--- src/rtl/fx2f_pkg.sv ---
package fx2f_pkg;
  localparam int INT_W = 16;
  localparam int FRAC_W = 32;
  localparam int EXP_W = 8;
  localparam int MAN_W = 23;
  localparam int BIAS = 127;

  // strobes from control to datapath
  typedef struct packed {
    logic loadEn;
  } ctrl_t;
endpackage

--- src/rtl/fx2f_lead_one.sv ---
module fx2f_lead_one #(
  parameter int W = 48,
  localparam int PW = $clog2(W)
) (
  input  logic [W-1:0]  vec,
  output logic [PW-1:0] pos,
  output logic          found
);
  always_comb begin
    pos = '0;
    found = 1'b0;
    for (int i = 0; i < W; i++) begin
      if (vec[i]) begin
        pos = PW'(i);
        found = 1'b1;
      end
    end
  end

  // the reported position carries a one
  always_comb begin
    if (found) begin
      lead_bit_chk: assert (vec[pos]);
    end
  end
endmodule

--- src/rtl/fx2f_ctrl.sv ---
module fx2f_ctrl
  import fx2f_pkg::*;
(
  input  logic  clk,
  input  logic  rstN,
  input  logic  inValid,
  output ctrl_t strobe,
  output logic  outValid
);
  always_comb strobe.loadEn = inValid;

  always_ff @(posedge clk or negedge rstN) begin
    if (!rstN) outValid <= 1'b0;
    else outValid <= inValid;
  end
endmodule

--- src/rtl/fx2f_datapath.sv ---
module fx2f_datapath
  import fx2f_pkg::*;
#(
  parameter int IW = INT_W,
  parameter int FW = FRAC_W,
  parameter int EW = EXP_W,
  parameter int MW = MAN_W,
  parameter int BI = BIAS,
  localparam int MAG_W = IW + FW,
  localparam int PW = $clog2(MAG_W),
  localparam int WORD_W = 1 + EW + MW,
  localparam int EXP_OFS = BI - FW
) (
  input  logic              clk,
  input  logic              rstN,
  input  ctrl_t             strobe,
  input  logic              sign,
  input  logic [IW-1:0]     intPart,
  input  logic [FW-1:0]     fracPart,
  output logic [WORD_W-1:0] outWord
);
  logic [MAG_W-1:0] mag;
  logic [PW-1:0]    leadPos;
  logic             nonZero;
  logic [MAG_W-1:0] normMag;
  logic [MW-1:0]    manBits;
  logic [EW-1:0]    expBits;

  assign mag = {intPart, fracPart};

  fx2f_lead_one #(.W(MAG_W)) u_lead (
    .vec(mag),
    .pos(leadPos),
    .found(nonZero)
  );

  // place the leading one at the top bit
  always_comb normMag = mag << (PW'(MAG_W - 1) - leadPos);

  generate
    if (MAG_W - 1 >= MW) begin : g_trunc
      assign manBits = normMag[MAG_W-2 -: MW];
    end else begin : g_pad
      assign manBits = {normMag[MAG_W-2:0], {(MW - MAG_W + 1){1'b0}}};
    end
  endgenerate

  always_comb expBits = nonZero ? (EW'(leadPos) + EW'(EXP_OFS)) : '0;

  always_ff @(posedge clk or negedge rstN) begin
    if (!rstN) outWord <= '0;
    else if (strobe.loadEn) outWord <= {sign, expBits, nonZero ? manBits : {MW{1'b0}}};
  end


  sign_pass_chk: assert property (@(posedge clk) disable iff (!rstN)
    strobe.loadEn |=> outWord[WORD_W-1] == $past(sign));

  zero_mag_chk: assert property (@(posedge clk) disable iff (!rstN)
    (strobe.loadEn && mag == '0) |=> outWord[WORD_W-2:0] == '0);

  exp_range_chk: assert property (@(posedge clk) disable iff (!rstN)
    (strobe.loadEn && mag != '0) |=>
      (outWord[WORD_W-2 -: EW] >= EW'(EXP_OFS)) &&
      (outWord[WORD_W-2 -: EW] <= EW'(EXP_OFS + MAG_W - 1)));

  hold_chk: assert property (@(posedge clk) disable iff (!rstN)
    !strobe.loadEn |=> $stable(outWord));
endmodule

--- src/rtl/fx2f_conv.sv ---
module fx2f_conv
  import fx2f_pkg::*;
(
  input  logic              clk,
  input  logic              rstN,
  input  logic              inValid,
  input  logic              inSign,
  input  logic [INT_W-1:0]  inInt,
  input  logic [FRAC_W-1:0] inFrac,
  output logic              outValid,
  output logic [31:0]       outWord
);
  ctrl_t strobe;

  fx2f_ctrl u_ctrl (
    .clk(clk),
    .rstN(rstN),
    .inValid(inValid),
    .strobe(strobe),
    .outValid(outValid)
  );

  fx2f_datapath u_dp (
    .clk(clk),
    .rstN(rstN),
    .strobe(strobe),
    .sign(inSign),
    .intPart(inInt),
    .fracPart(inFrac),
    .outWord(outWord)
  );


  valid_rise_chk: assert property (@(posedge clk) disable iff (!rstN)
    inValid |=> outValid);

  valid_idle_chk: assert property (@(posedge clk) disable iff (!rstN)
    !inValid |=> !outValid);
endmodule

--- config.mk ---
export PLATFORM = sky130hd
export DESIGN_NAME = fx2f_conv
export DESIGN_NICKNAME = d
export VERILOG_FILES = /design/src/rtl/fx2f_pkg.sv /design/src/rtl/fx2f_lead_one.sv /design/src/rtl/fx2f_ctrl.sv /design/src/rtl/fx2f_datapath.sv /design/src/rtl/fx2f_conv.sv
export SDC_FILE = /design/constraint.sdc
export NUM_CORES = 1
export LEC_CHECK = 0
export CAP_MARGIN = 30
export CORE_MARGIN = 2
export CORE_UTILIZATION = 32
export DETAILED_ROUTE_END_ITERATION = 10
export SYNTH_ARGS = -nofsm -noshare
export SYNTH_HDL_FRONTEND = slang
export SYNTH_HIERARCHICAL = 1
export SYNTH_SLANG_ARGS = --single-unit
--- constraint.sdc ---
create_clock -name clk -period 2.4 [get_ports clk]
set_input_delay 0.72 -clock clk [delete_from_list [all_inputs] [get_ports clk]]
set_output_delay 0.72 -clock clk [all_outputs]
set_load 0.03 [all_outputs]
==> impl_summary.log, run 1 <==
[metrics] status: finished, violations left
[metrics] number of antenna diodes: 0
[metrics] Die Outline Area: between 15000 and 20000 sq um
[metrics] post-synthesis share of cell area spent on full adders, half adders and majority gates: less than 1%
[metrics] clock tree from TritonCTS: yes
[metrics] hold slack: roughly 0.48 ns
[metrics] most used cells in the layout excluding fill and tap cells: buf_4 (169), nand2_1 (55), buf_6 (47), mux4_2 (44), clkdlybuf4s50_1 (38)
[metrics] mux share of post-synthesis cell area: 35.0%
[metrics] number of max-slew violations in the final report: 0
[metrics] number of hold violations in the final report: 0
[metrics] post-synthesis simple-gate area fraction: 17.8%
[metrics] WP data arrival: about 3.6 ns
[metrics] launching element type of the critical path: input pin
[metrics] routability-driven placement congestion ratio: 0.972
[metrics] area inside the core boundary: ~14000 sq um
[metrics] peak fanout along the critical path: 4
[metrics] Avg Cell Area, Syn: roughly 9 sq um
[metrics] max-capacitance violation count: 0
[metrics] clock latency on the worst-skew pair: approximately 0.28 ns
[metrics] shortest period the worst path allows: about 3.4 ns
[metrics] Area after DPL: 6970 sq um
[metrics] most common library cell in the layout ignoring fill and taps: buf_4
[metrics] initial antenna violation count: 0
[metrics] effective utilization at floorplan: 32.9%
[metrics] Leakage Power: between 0.003 and 0.004 uW
[metrics] root buffer cell: clkbuf_16
[metrics] kind of path behind the tightest hold check: reg2reg
[metrics] total track usage: 27.5%
[metrics] width of the chip: about 120 microns
[metrics] number of buffers between clock root and the deepest sink: 2
[metrics] Remaining Overflow, GRT: 0
[metrics] DRC violation count after routing: 0
[metrics] share of the cycle needed by the critical path after routing: 142%
[metrics] total via count after detailed routing: roughly 5500
[metrics] final core utilization: around three fifths
[metrics] Ys Warns: 6
[metrics] Sink Count: 33
[metrics] Async SR Flop Fraction: between 90% and 100%
[metrics] relative slew slack: between 70% and 80%
[metrics] die height: 124 microns
[metrics] ratio of total power to cell area: around 360 nW/um^2
[metrics] number of buffers added on ports: 84
[metrics] worst vdd ir: approximately 210 uV
[metrics] antenna-violating nets left: 0
[metrics] post-synthesis instance total: 500
[metrics] combinational family with the most area after synthesis: multiplexers
[metrics] highest clock rate: 294 MHz
[metrics] Layout area overhead: 82.5%
[metrics] Yosys cell types: 68
[metrics] required time worst endpoint: between 2 and 3 ns
[metrics] pre-CTS setup slack: -1.71 ns
[metrics] number of enable flip-flop cells after synthesis: 0
[metrics] Pre-Repair DR Iteration Count: 5
[metrics] fin nets: about 840
[metrics] wire length per cell: 21.5 microns
[metrics] final wirelength: just over 20000 microns
[metrics] Final HPWL DP: 16000 microns
[metrics] clock-pin slew on the worst setup and hold paths: approximately 0.050 ns
[metrics] Post-Synth XOR/XNOR Area: less than 1%
[metrics] setup clock skew after layout: 0 ns
[metrics] Worst-Margin Slew: approximately 0.43 ns
[metrics] number of global-route vias before repair: between 5000 and 6000
[metrics] largest net degree at the start of global routing: 34
[metrics] top-level I/O count: 85
[metrics] total clock buffers created by CTS: 5
[metrics] Yosys reg bits: 33
[metrics] Synthesized Nets: roughly 560
[metrics] Iter 0 DRT Violations: between 300 and 400
[metrics] most instantiated flip-flop cell in the synthesis netlist: dfrtp_1
[metrics] critical path class: in2reg
[metrics] Post-Syn Area: between 4000 and 5000 sq um
[metrics] violated checks: negative setup slack
[metrics] summed area of non-filler cells in the final layout: roughly 8400 sq um
[metrics] Setup Viol. Count Final: 31
[metrics] sequential area share after synthesis: 18.0%
[metrics] final critical-path setup slack: -0.999 ns
[metrics] hold_buf cts: 0
[metrics] unrepaired setup endpoints after global routing: yes
[metrics] Vias/cell: roughly 5.8
[metrics] first-pass GRT wire length: 31500 microns
[metrics] Rows: 43
[metrics] endpoint type of the worst setup path: flip-flop
[metrics] aggregate negative setup slack: -24.79 ns
[metrics] share of the synthesized area in compound gates (AO/OA/AOI/OAI): a little over a fifth
[metrics] fraction of final layout cells with drive strength greater than 1: a little under three fifths
[metrics] deepest level of the CTS H-tree: 2
## flip-flops by register name (all words and copies together), names as in the netlist
| signal | flops |
|---|---|
| u_dp/outWord | 32 |
| u_ctrl/outValid | 1 |
## cells in the mapped netlist (all sizes together) (4+ instances only)
| master | number | area share [%] |
|---|---|---|
| nand2 | 65 | 5.4 |
| mux4 | 47 | 24 |
| nor2 | 43 | 3.5 |
| mux2i | 35 | 7.6 |
| dfrtp | 33 | 18 |
| buf | 22 | 3.5 |
| a21oi | 21 | 2.3 |
| inv | 21 | 1.7 |
| clkbuf | 15 | 1.3 |
| mux2 | 14 | 3.4 |
| nand3 | 13 | 1.4 |
| nor3 | 13 | 1.4 |
| o21ai | 13 | 1.4 |
| a22oi | 12 | 2.0 |
| a221oi | 10 | 2.0 |
| a221o | 9 | 2.0 |
| o22ai | 9 | 1.2 |
| nor2b | 8 | 1.1 |
| o221ai | 7 | 1.3 |
| a31oi | 6 | 0.82 |
| o2bb2ai | 6 | 1.1 |
| o31ai | 5 | 0.82 |
| a211o | 4 | 0.76 |
| a211oi | 4 | 0.65 |
| a22o | 4 | 0.76 |
| and2 | 4 | 0.55 |
| nand2b | 4 | 0.71 |
| nand4 | 4 | 0.55 |
| nor4 | 4 | 0.55 |
| xnor2 | 4 | 0.76 |
## area by class of cell
| class | instances | area [sq um] |
|---|---|---|
| Timing Repair Buffer | 312 | 2840 |
| Inverter | 22 | 101 |
| Clock buffer | 7 | 143 |
| Fill cell | 1207 | 5560 |
| Multi-Input combinational cell | 408 | 4250 |
| Sequential cell | 33 | 826 |
| Tap cell | 180 | 225 |
## worst paths after layout
| check | from | slack, ns | cells after the start | end |
|---|---|---|---|---|
| worst min register to register | u_dp/outWord[28] | 0.48 | 1 | u_dp/outWord[28] |
| worst max-delay path | inFrac[8] | -1.0 | 9 | u_dp/outWord[4] |
| worst max register to register | u_dp/outWord[10] | 1.29 | 3 | u_dp/outWord[10] |
| worst min-delay path | u_dp/outWord[28] | 0.48 | 1 | u_dp/outWord[28] |
| max in group asynchronous | rstN | 1.24 | 2 | u_dp/outWord[18] |
| min in group asynchronous | rstN | 0.85 | 2 | u_dp/outWord[31] |
## power breakdown
| group | total (uW) | internal, uW | switching (uW) |
|---|---|---|---|
| registers | 668 | 623 | 44.3 |
| logic | 1720 | 871 | 851 |
| clock network | 632 | 407 | 226 |
| total | 3020 | 1900 | 1120 |
## worst max-delay path, stage by stage
cell and delay (ns):
buf_8 0.10, or4_4 0.52, o21ai_2 0.14, nand3_1 0.10
a31o_1 0.25, a21oi_4 0.27, mux4_2 0.60, mux4_2 0.55
a221o_1 0.31
## cells by family after synthesis
logic type | count (synthesis)
simple gates | 174
compound gates | 131
mux | 96
buf+inv | 59
flops | 33
xor+xnor | 4
fa+ha+maj | 3
## metal layers
metal	GRT usage, %	part of all wire, %	wire [microns]	vias up
met5	0	0	0	-
met4	11.2	3.9	816	0
met3	4.26	5.8	1200	42
met2	47.3	49	10200	221
met1	34.5	41	8480	2740
li1	-	-	-	2535
## per-stage QoR
stage | std cells | total power [uW]
final | 962 | 3020
after global routing | 962 | 3160
after CTS | 942 | 2940
after detailed placement | 904 | 2110
after global placement | 904 | 2100
after floorplan | 500 | 1410
## what timing repair did
action,CTS,global route
gates cloned,3,0
pin swaps,74,40
buffers inserted,28,21
gates resized for setup,246,86
endpoints found under the setup margin,31,31
No activity file was read; power rests on OpenSTA's default activity.
==> inputs of run 2 (changes only) <==
PLACE_DENSITY = 0.65   (was unset)
==> run 2 against run 1 <==
Against the previous run: the run still ends with negative setup slack left; power increased by 4.5%; cell count grew 1.4%; global-route usage is 0.62 points lower; largest cell class unchanged; critical endpoint is now u_dp/outWord[20]; critical path type unchanged; clock power is 3% lower; largest power group unchanged.
==> impl_summary.log, run 2 (synthesis results as in run 1) <==
[metrics] status: finished, violations left
[metrics] violated checks: negative setup slack
[metrics] fraction of power consumed by combinational cells: 59.4% (+2.4 points)
[metrics] peak fanout along the critical path: 3 (-1)
[metrics] die height: 124 microns (unchanged)
[metrics] worst hold path startpoint: u_dp/outWord[26]
[metrics] registers with the most flip-flops: u_dp/outWord x32, u_ctrl/outValid x1
[metrics] final critical-path setup slack: -1.10 ns (-0.103 ns)
[metrics] total track usage: 26.9% (-0.62 points)
[metrics] end point of the worst hold path: u_dp/outWord[26]
[metrics] Reg power frac: 21.2% (-0.9 points)
[metrics] Remaining Overflow, GRT: 0 (unchanged)
[metrics] antenna-violating nets left: 0 (unchanged)
[metrics] Leakage Power: 0.00392 uW (+6.0%)
[metrics] Worst-Margin Slew: 0.600 ns (+0.172 ns)
[metrics] area inside the core boundary: 13900 sq um (unchanged)
[metrics] clock tree from TritonCTS: yes
[metrics] Sink Count: 33 (unchanged)
[metrics] fraction of power spent switching nets: 37.9% (+0.79 points)
[metrics] critical path class: in2reg
[metrics] most common library cell in the layout ignoring fill and taps: buf_4
[metrics] Setup Viol. Count Final: 31 (unchanged)
[metrics] number of buffers between clock root and the deepest sink: 2 (unchanged)
[metrics] worst reg2reg path depth: 3 (unchanged)
[metrics] number of flip-flops under the largest register name: 32 (unchanged)
[metrics] setup clock skew after layout: 0 ns (unchanged)
[metrics] fraction of final layout cells with drive strength greater than 1: 61.5% (+4.6 points)
[metrics] Vias/cell: 6.06 (+5.3%)
[metrics] number of antenna diodes: 0 (unchanged)
[metrics] highest clock rate: 286 MHz (-3.0%)
[metrics] final wirelength: 22600 microns (+9.1%)
[metrics] number of max-slew violations in the final report: 0 (unchanged)
[metrics] wire length per cell: 23.2 microns (+7.6%)
[metrics] Die Outline Area: 15300 sq um (unchanged)
[metrics] net switching power figure: 1200 uW (+6.8%)
[metrics] largest net degree at the start of global routing: 34 (unchanged)
[metrics] max-capacitance violation count: 0 (unchanged)
[metrics] register-to-register path setup slack: 1.37 ns (+0.08 ns)
[metrics] summed area of non-filler cells in the final layout: 8890 sq um (+6.2%)
[metrics] root buffer cell: clkbuf_16
[metrics] worst vdd ir: 223 uV (+6.1%)
[metrics] launching element type of the critical path: input pin
[metrics] pre-CTS setup slack: -1.81 ns (-0.102 ns)
[metrics] count of cells along the worst hold path: 1 (unchanged)
[metrics] WP data arrival: 3.66 ns (+0.10 ns)
[metrics] Iter 0 DRT Violations: 525 (+63%)
[metrics] endpoint type of the worst setup path: flip-flop
[metrics] most used cells in the layout excluding fill and tap cells: buf_4 (151), buf_6 (71), nand2_1 (53), mux4_2 (45), clkdlybuf4s50_1 (38)
[metrics] Clock power frac: 19.4% (-1.5 points)
[metrics] width of the chip: 124 microns (unchanged)
[metrics] Final HPWL DP: 15200 microns (-5.0%)
[metrics] top-level I/O count: 85 (unchanged)
[metrics] number of buffers added on ports: 84 (unchanged)
[metrics] clock latency on the worst-skew pair: 0.27 ns (about the same)
[metrics] share of the cycle needed by the critical path after routing: 146% (+4.3 points)
[metrics] ratio of total power to cell area: 355 nW/um^2 (-1.5%)
[metrics] DRC violation count after routing: 0 (unchanged)
[metrics] end of the worst register-to-register path: u_dp/outWord[10]
[metrics] Area after DPL: 6850 sq um (-1.7%)
[metrics] source of the worst register-to-register timing path: u_dp/outWord[10]
[metrics] total via count after detailed routing: 5912 (+6.8%)
[metrics] first-pass GRT wire length: 31400 microns (-0.33%)
[metrics] internal power: 1960 uW (+3.2%)
[metrics] deepest level of the CTS H-tree: 2 (unchanged)
[metrics] routability-driven placement congestion ratio: 0.952 (-2.0%)
[metrics] Layout area overhead: 93.8%
[metrics] Pre-Repair DR Iteration Count: 7 (+2)
[metrics] number of global-route vias before repair: 5711 (+0.78%)
[metrics] Biggest register: u_dp/outWord
[metrics] required time worst endpoint: 2.56 ns (about the same)
[metrics] effective utilization at floorplan: 32.9% (unchanged)
[metrics] unrepaired setup endpoints after global routing: yes
[metrics] clock-pin slew on the worst setup and hold paths: 0.05 ns (about the same)
[metrics] total clock buffers created by CTS: 5 (unchanged)
[metrics] kind of path behind the tightest hold check: reg2reg
[metrics] initial antenna violation count: 0 (unchanged)
[metrics] fin nets: 849 (+1.4%)
[metrics] shortest period the worst path allows: 3.50 ns (+0.103 ns)
[metrics] total of fill cells in the finished design: 1082 (-10%)
[metrics] Rows: 43 (unchanged)
[metrics] relative slew slack: 59.8% (-12 points)
[metrics] number of hold violations in the final report: 0 (unchanged)
run 2: changes by cell type in the layout (fill, tap and decap cells not counted), moves of 6 or more:
cell,delta
buf_6,+24
buf_4,-18
dlygate4sd2_1,-12
buf_12,+7
clkbuf_2,+7
a21oi_1,-6
o21ai_2,+6
run 2: power groups by stage:
stage / Sequential (uW) / Combinational [uW] / Clock, uW
3_3_place_gp: 676 / 1390 / 0
4_1_cts: 670 / 1640 / 624
6_report: 670 / 1880 / 613
5_1_grt: 677 / 1960 / 650
3_5_place_dp: 679 / 1410 / 0
2_1_floorplan: 799 / 613 / 0
run 2: how the worst max path moves through the flow:
stage	start	endpoint	slack, ns	depth (start not counted)
final	inFrac[10]	u_dp/outWord[20]	-1.10	11
after global routing	inFrac[10]	u_dp/outWord[20]	-1.13	11
after CTS	inFrac[10]	u_dp/outWord[20]	-1.08	11
after detailed placement	inFrac[4]	u_dp/outWord[17]	-1.81	12
after global placement	inFrac[8]	u_dp/outWord[20]	-1.77	12
after floorplan	inFrac[9]	u_dp/outWord[4]	-0.90	9
run 2: layout make-up:
type / instances / area, sq um / area share [%]
clock inverter: 2 / 10.0 / 0.113
timing repair buffer: 324 / 3150 / 35.5
multi-input combinational: 408 / 4450 / 50.0
clock buffer: 6 / 129 / 1.45
sequential: 33 / 826 / 9.29
tap: 180 / 225 / 2.53
inverter: 22 / 103 / 1.15
run 2: metal layers:
metal / up-vias / routed length [microns] / global-route usage (%)
met5: - / 0 / 0
met4: 0 / 909 / 9.30
met1: 2920 / 8800 / 36.2
met3: 72 / 1660 / 2.79
met2: 350 / 11200 / 45.1
li1: 2570 / - / -
run 2: worst max-delay path, cell delays in order:
cell	delay [ns]
buf_6	0.09
buf_6	0.10
or4_4	0.50
o21ai_2	0.16
nand3_1	0.10
a31o_1	0.23
a21oi_4	0.28
mux4_2	0.60
mux4_2	0.55
a221oi_2	0.24
nand2_1	0.07
run 2: what timing repair did:
item                       in CTS  in global routing
gates resized for setup       250                166
setup buffers                  32                 53
gates cloned                    5                  2
pin swaps                      49                 64
setup endpoints to repair      31                 31
hold buffers                    0                  0
run 2: stage by stage:
step | util, % | hold slack (ns) | std cells | total power (uW) | TNS (ns)
2_1_floorplan | - | 0.424 | 500 | 1410 | -20.13
3_3_place_gp | 49.2 | 0.468 | 882 | 2070 | -48.22
3_5_place_dp | 49.2 | 0.472 | 882 | 2090 | -49.67
4_1_cts | 58.1 | 0.488 | 927 | 2940 | -25.68
5_1_grt | 63.8 | 0.515 | 975 | 3290 | -28.27
6_report | 63.8 | 0.486 | 975 | 3160 | -26.67
==> inputs of run 3 (changes only) <==
PLACE_DENSITY = 0.54   (was 0.65)
SKIP_CTS_REPAIR_TIMING = 1   (was unset)
==> run 3 against run 2 <==
Against the previous run: the flow still finishes with violations (negative setup slack); clock power increased by 2%; fmax increased by 2.3%; highest routed layer unchanged; cell count decreased by 4.0%; sequential cell count unchanged; register-to-register slack got worse by 0.13 ns; power decreased by 6.0%; die area unchanged; clock skew unchanged; worst hold slack got worse by 0.0014 ns; critical endpoint is now u_dp/outWord[4].
==> impl_summary.log, run 3 (synthesis results as in run 1) <==
[metrics] total via count after detailed routing: 5423 (-8.3%)
[metrics] Vias/cell: 5.79 (-4.4%)
[metrics] final critical-path setup slack: -1.03 ns (+0.0771 ns)
[metrics] width of the chip: 124 microns (unchanged)
[metrics] Pre-Repair DR Iteration Count: 5 (-2)
[metrics] register-to-register path setup slack: 1.24 ns (-0.13 ns)
[metrics] setup clock skew after layout: 0 ns (unchanged)
[metrics] Iter 0 DRT Violations: 415 (-21%)
[metrics] top-level I/O count: 85 (unchanged)
[metrics] root buffer cell: clkbuf_16
[metrics] Leakage Power: 0.00381 uW (-2.7%)
[metrics] fraction of final layout cells with drive strength greater than 1: 56.2% (-5.3 points)
[metrics] Final HPWL DP: 16100 microns (+5.5%)
[metrics] Die Outline Area: 15300 sq um (unchanged)
[metrics] Remaining Overflow, GRT: 0 (unchanged)
[metrics] registers with the most flip-flops: u_dp/outWord x32, u_ctrl/outValid x1
[metrics] final core utilization: 59.8% (-4.0 points)
[metrics] most used cells in the layout excluding fill and tap cells: buf_4 (154), nand2_1 (57), mux4_2 (43), clkdlybuf4s50_1 (37)
[metrics] area inside the core boundary: 13900 sq um (unchanged)
[metrics] max-capacitance violation count: 0 (unchanged)
[metrics] effective utilization at floorplan: 32.9% (unchanged)
[metrics] largest net degree at the start of global routing: 34 (unchanged)
[metrics] Worst-Margin Slew: 0.523 ns (-0.0775 ns)
[metrics] Setup Viol. Count Final: 31 (unchanged)
[metrics] worst vdd ir: 268 uV (+20%)
[metrics] antenna-violating nets left: 0 (unchanged)
[metrics] violated checks: negative setup slack
[metrics] hold slack: 0.485 ns (-0.00143 ns)
[metrics] DRC violation count after routing: 0 (unchanged)
[metrics] share of the cycle needed by the critical path after routing: 143% (-3.2 points)
[metrics] Biggest register: u_dp/outWord
[metrics] Rows: 43 (unchanged)
[metrics] final wirelength: 20500 microns (-9.2%)
[metrics] highest clock rate: 292 MHz (+2.3%)
[metrics] first-pass GRT wire length: 29800 microns (-5.3%)
[metrics] unrepaired setup endpoints after global routing: yes
[metrics] clock tree from TritonCTS: yes
[metrics] ratio of total power to cell area: 356 nW/um^2 (+0.29%)
[metrics] total clock buffers created by CTS: 5 (unchanged)
[metrics] routability-driven placement congestion ratio: 0.977 (+2.7%)
[metrics] number of global-route vias before repair: 5199 (-9.0%)
[metrics] status: finished, violations left
[metrics] wire length per cell: 21.9 microns (-5.4%)
[metrics] peak fanout along the critical path: 4 (+1)
[metrics] clock latency on the worst-skew pair: 0.28 ns (about the same)
[metrics] shortest period the worst path allows: 3.43 ns (-0.0771 ns)
[metrics] number of flip-flops under the largest register name: 32 (unchanged)
[metrics] number of buffers between clock root and the deepest sink: 2 (unchanged)
[metrics] number of hold violations in the final report: 0 (unchanged)
[metrics] number of buffers added on ports: 84 (unchanged)
[metrics] Sink Count: 33 (unchanged)
[metrics] fin nets: 810 (-4.6%)
[metrics] required time worst endpoint: 2.57 ns (about the same)
[metrics] number of antenna diodes: 0 (unchanged)
[metrics] kind of path behind the tightest hold check: reg2reg
[metrics] critical path class: in2reg
[metrics] WP data arrival: 3.59 ns (-0.07 ns)
[metrics] Layout area overhead: 81.7%
[metrics] launching element type of the critical path: input pin
[metrics] number of max-slew violations in the final report: 0 (unchanged)
[metrics] deepest level of the CTS H-tree: 2 (unchanged)
[metrics] die height: 124 microns (unchanged)
[metrics] initial antenna violation count: 0 (unchanged)
[metrics] relative slew slack: 65.1% (+5.3 points)
[metrics] endpoint type of the worst setup path: flip-flop
[metrics] clock-pin slew on the worst setup and hold paths: 0.05 ns (about the same)
[metrics] total track usage: 25.9% (-1.0 points)
[metrics] most common library cell in the layout ignoring fill and taps: buf_4
run 3: cell types whose count changed in the layout (fill, tap and decap cells not counted), sizes merged:
cell | before | now
clkdlybuf4s15 | 5 | 0
dlygate4sd2 | 7 | 0
clkdlybuf4s50 | 38 | 37
clkbuf | 24 | 19
buf | 249 | 202
dlymetal6s2s | 7 | 33
run 3: power breakdown:
part / switching, uW / internal [uW]
clock: 242 / 381
sequential: 43.9 / 623
combinational: 843 / 837
run 3: worst paths after layout:
kind                                       start  cells after the start          endpoint
max in group asynchronous                   rstN                      2  u_dp/outWord[19]
worst min register to register  u_dp/outWord[28]                      1  u_dp/outWord[28]
worst max register to register  u_dp/outWord[10]                      3  u_dp/outWord[10]
worst min-delay path            u_dp/outWord[28]                      1  u_dp/outWord[28]
min in group asynchronous                   rstN                      2  u_dp/outWord[13]
worst max-delay path                  inFrac[10]                      9   u_dp/outWord[4]
run 3: final cells by class:
class	count	area, sq um
Fill cell	1194	5600
Multi-Input combinational cell	408	4370
Timing Repair Buffer	285	2690
Sequential cell	33	826
Tap cell	180	225
Clock buffer	6	129
Inverter	22	93.8
Clock inverter	2	10.0
run 3: critical path, stage by stage:
cell     delay, ns
buf_6         0.09
or4_4         0.52
o21ai_2       0.17
nand3_1       0.11
a31o_1        0.25
a21oi_4       0.22
mux4_2        0.60
mux4_2        0.55
a221o_1       0.34
run 3: stage by stage:
step / setup TNS [ns] / cell area (sq um) / setup WS [ns] / std cells / total power [uW]
after floorplan: -20.13 / 4750 / -0.898 / 500 / 1410
after global placement: -47.87 / 6890 / -1.79 / 897 / 2080
after detailed placement: -48.19 / 6890 / -1.84 / 897 / 2100
after CTS: -39.39 / 7030 / -1.55 / 905 / 2720
after global routing: -26.11 / 8340 / -1.09 / 936 / 3100
final: -23.63 / 8340 / -1.03 / 936 / 2970
run 3: routing by layer:
layer	vias to the layer above	GRT usage (%)	wire length, microns
met2	216	44.4	10300
li1	2498	-	-
met1	2674	34.2	8600
met4	0	7.39	530
met3	35	3.30	1080
met5	-	0	0
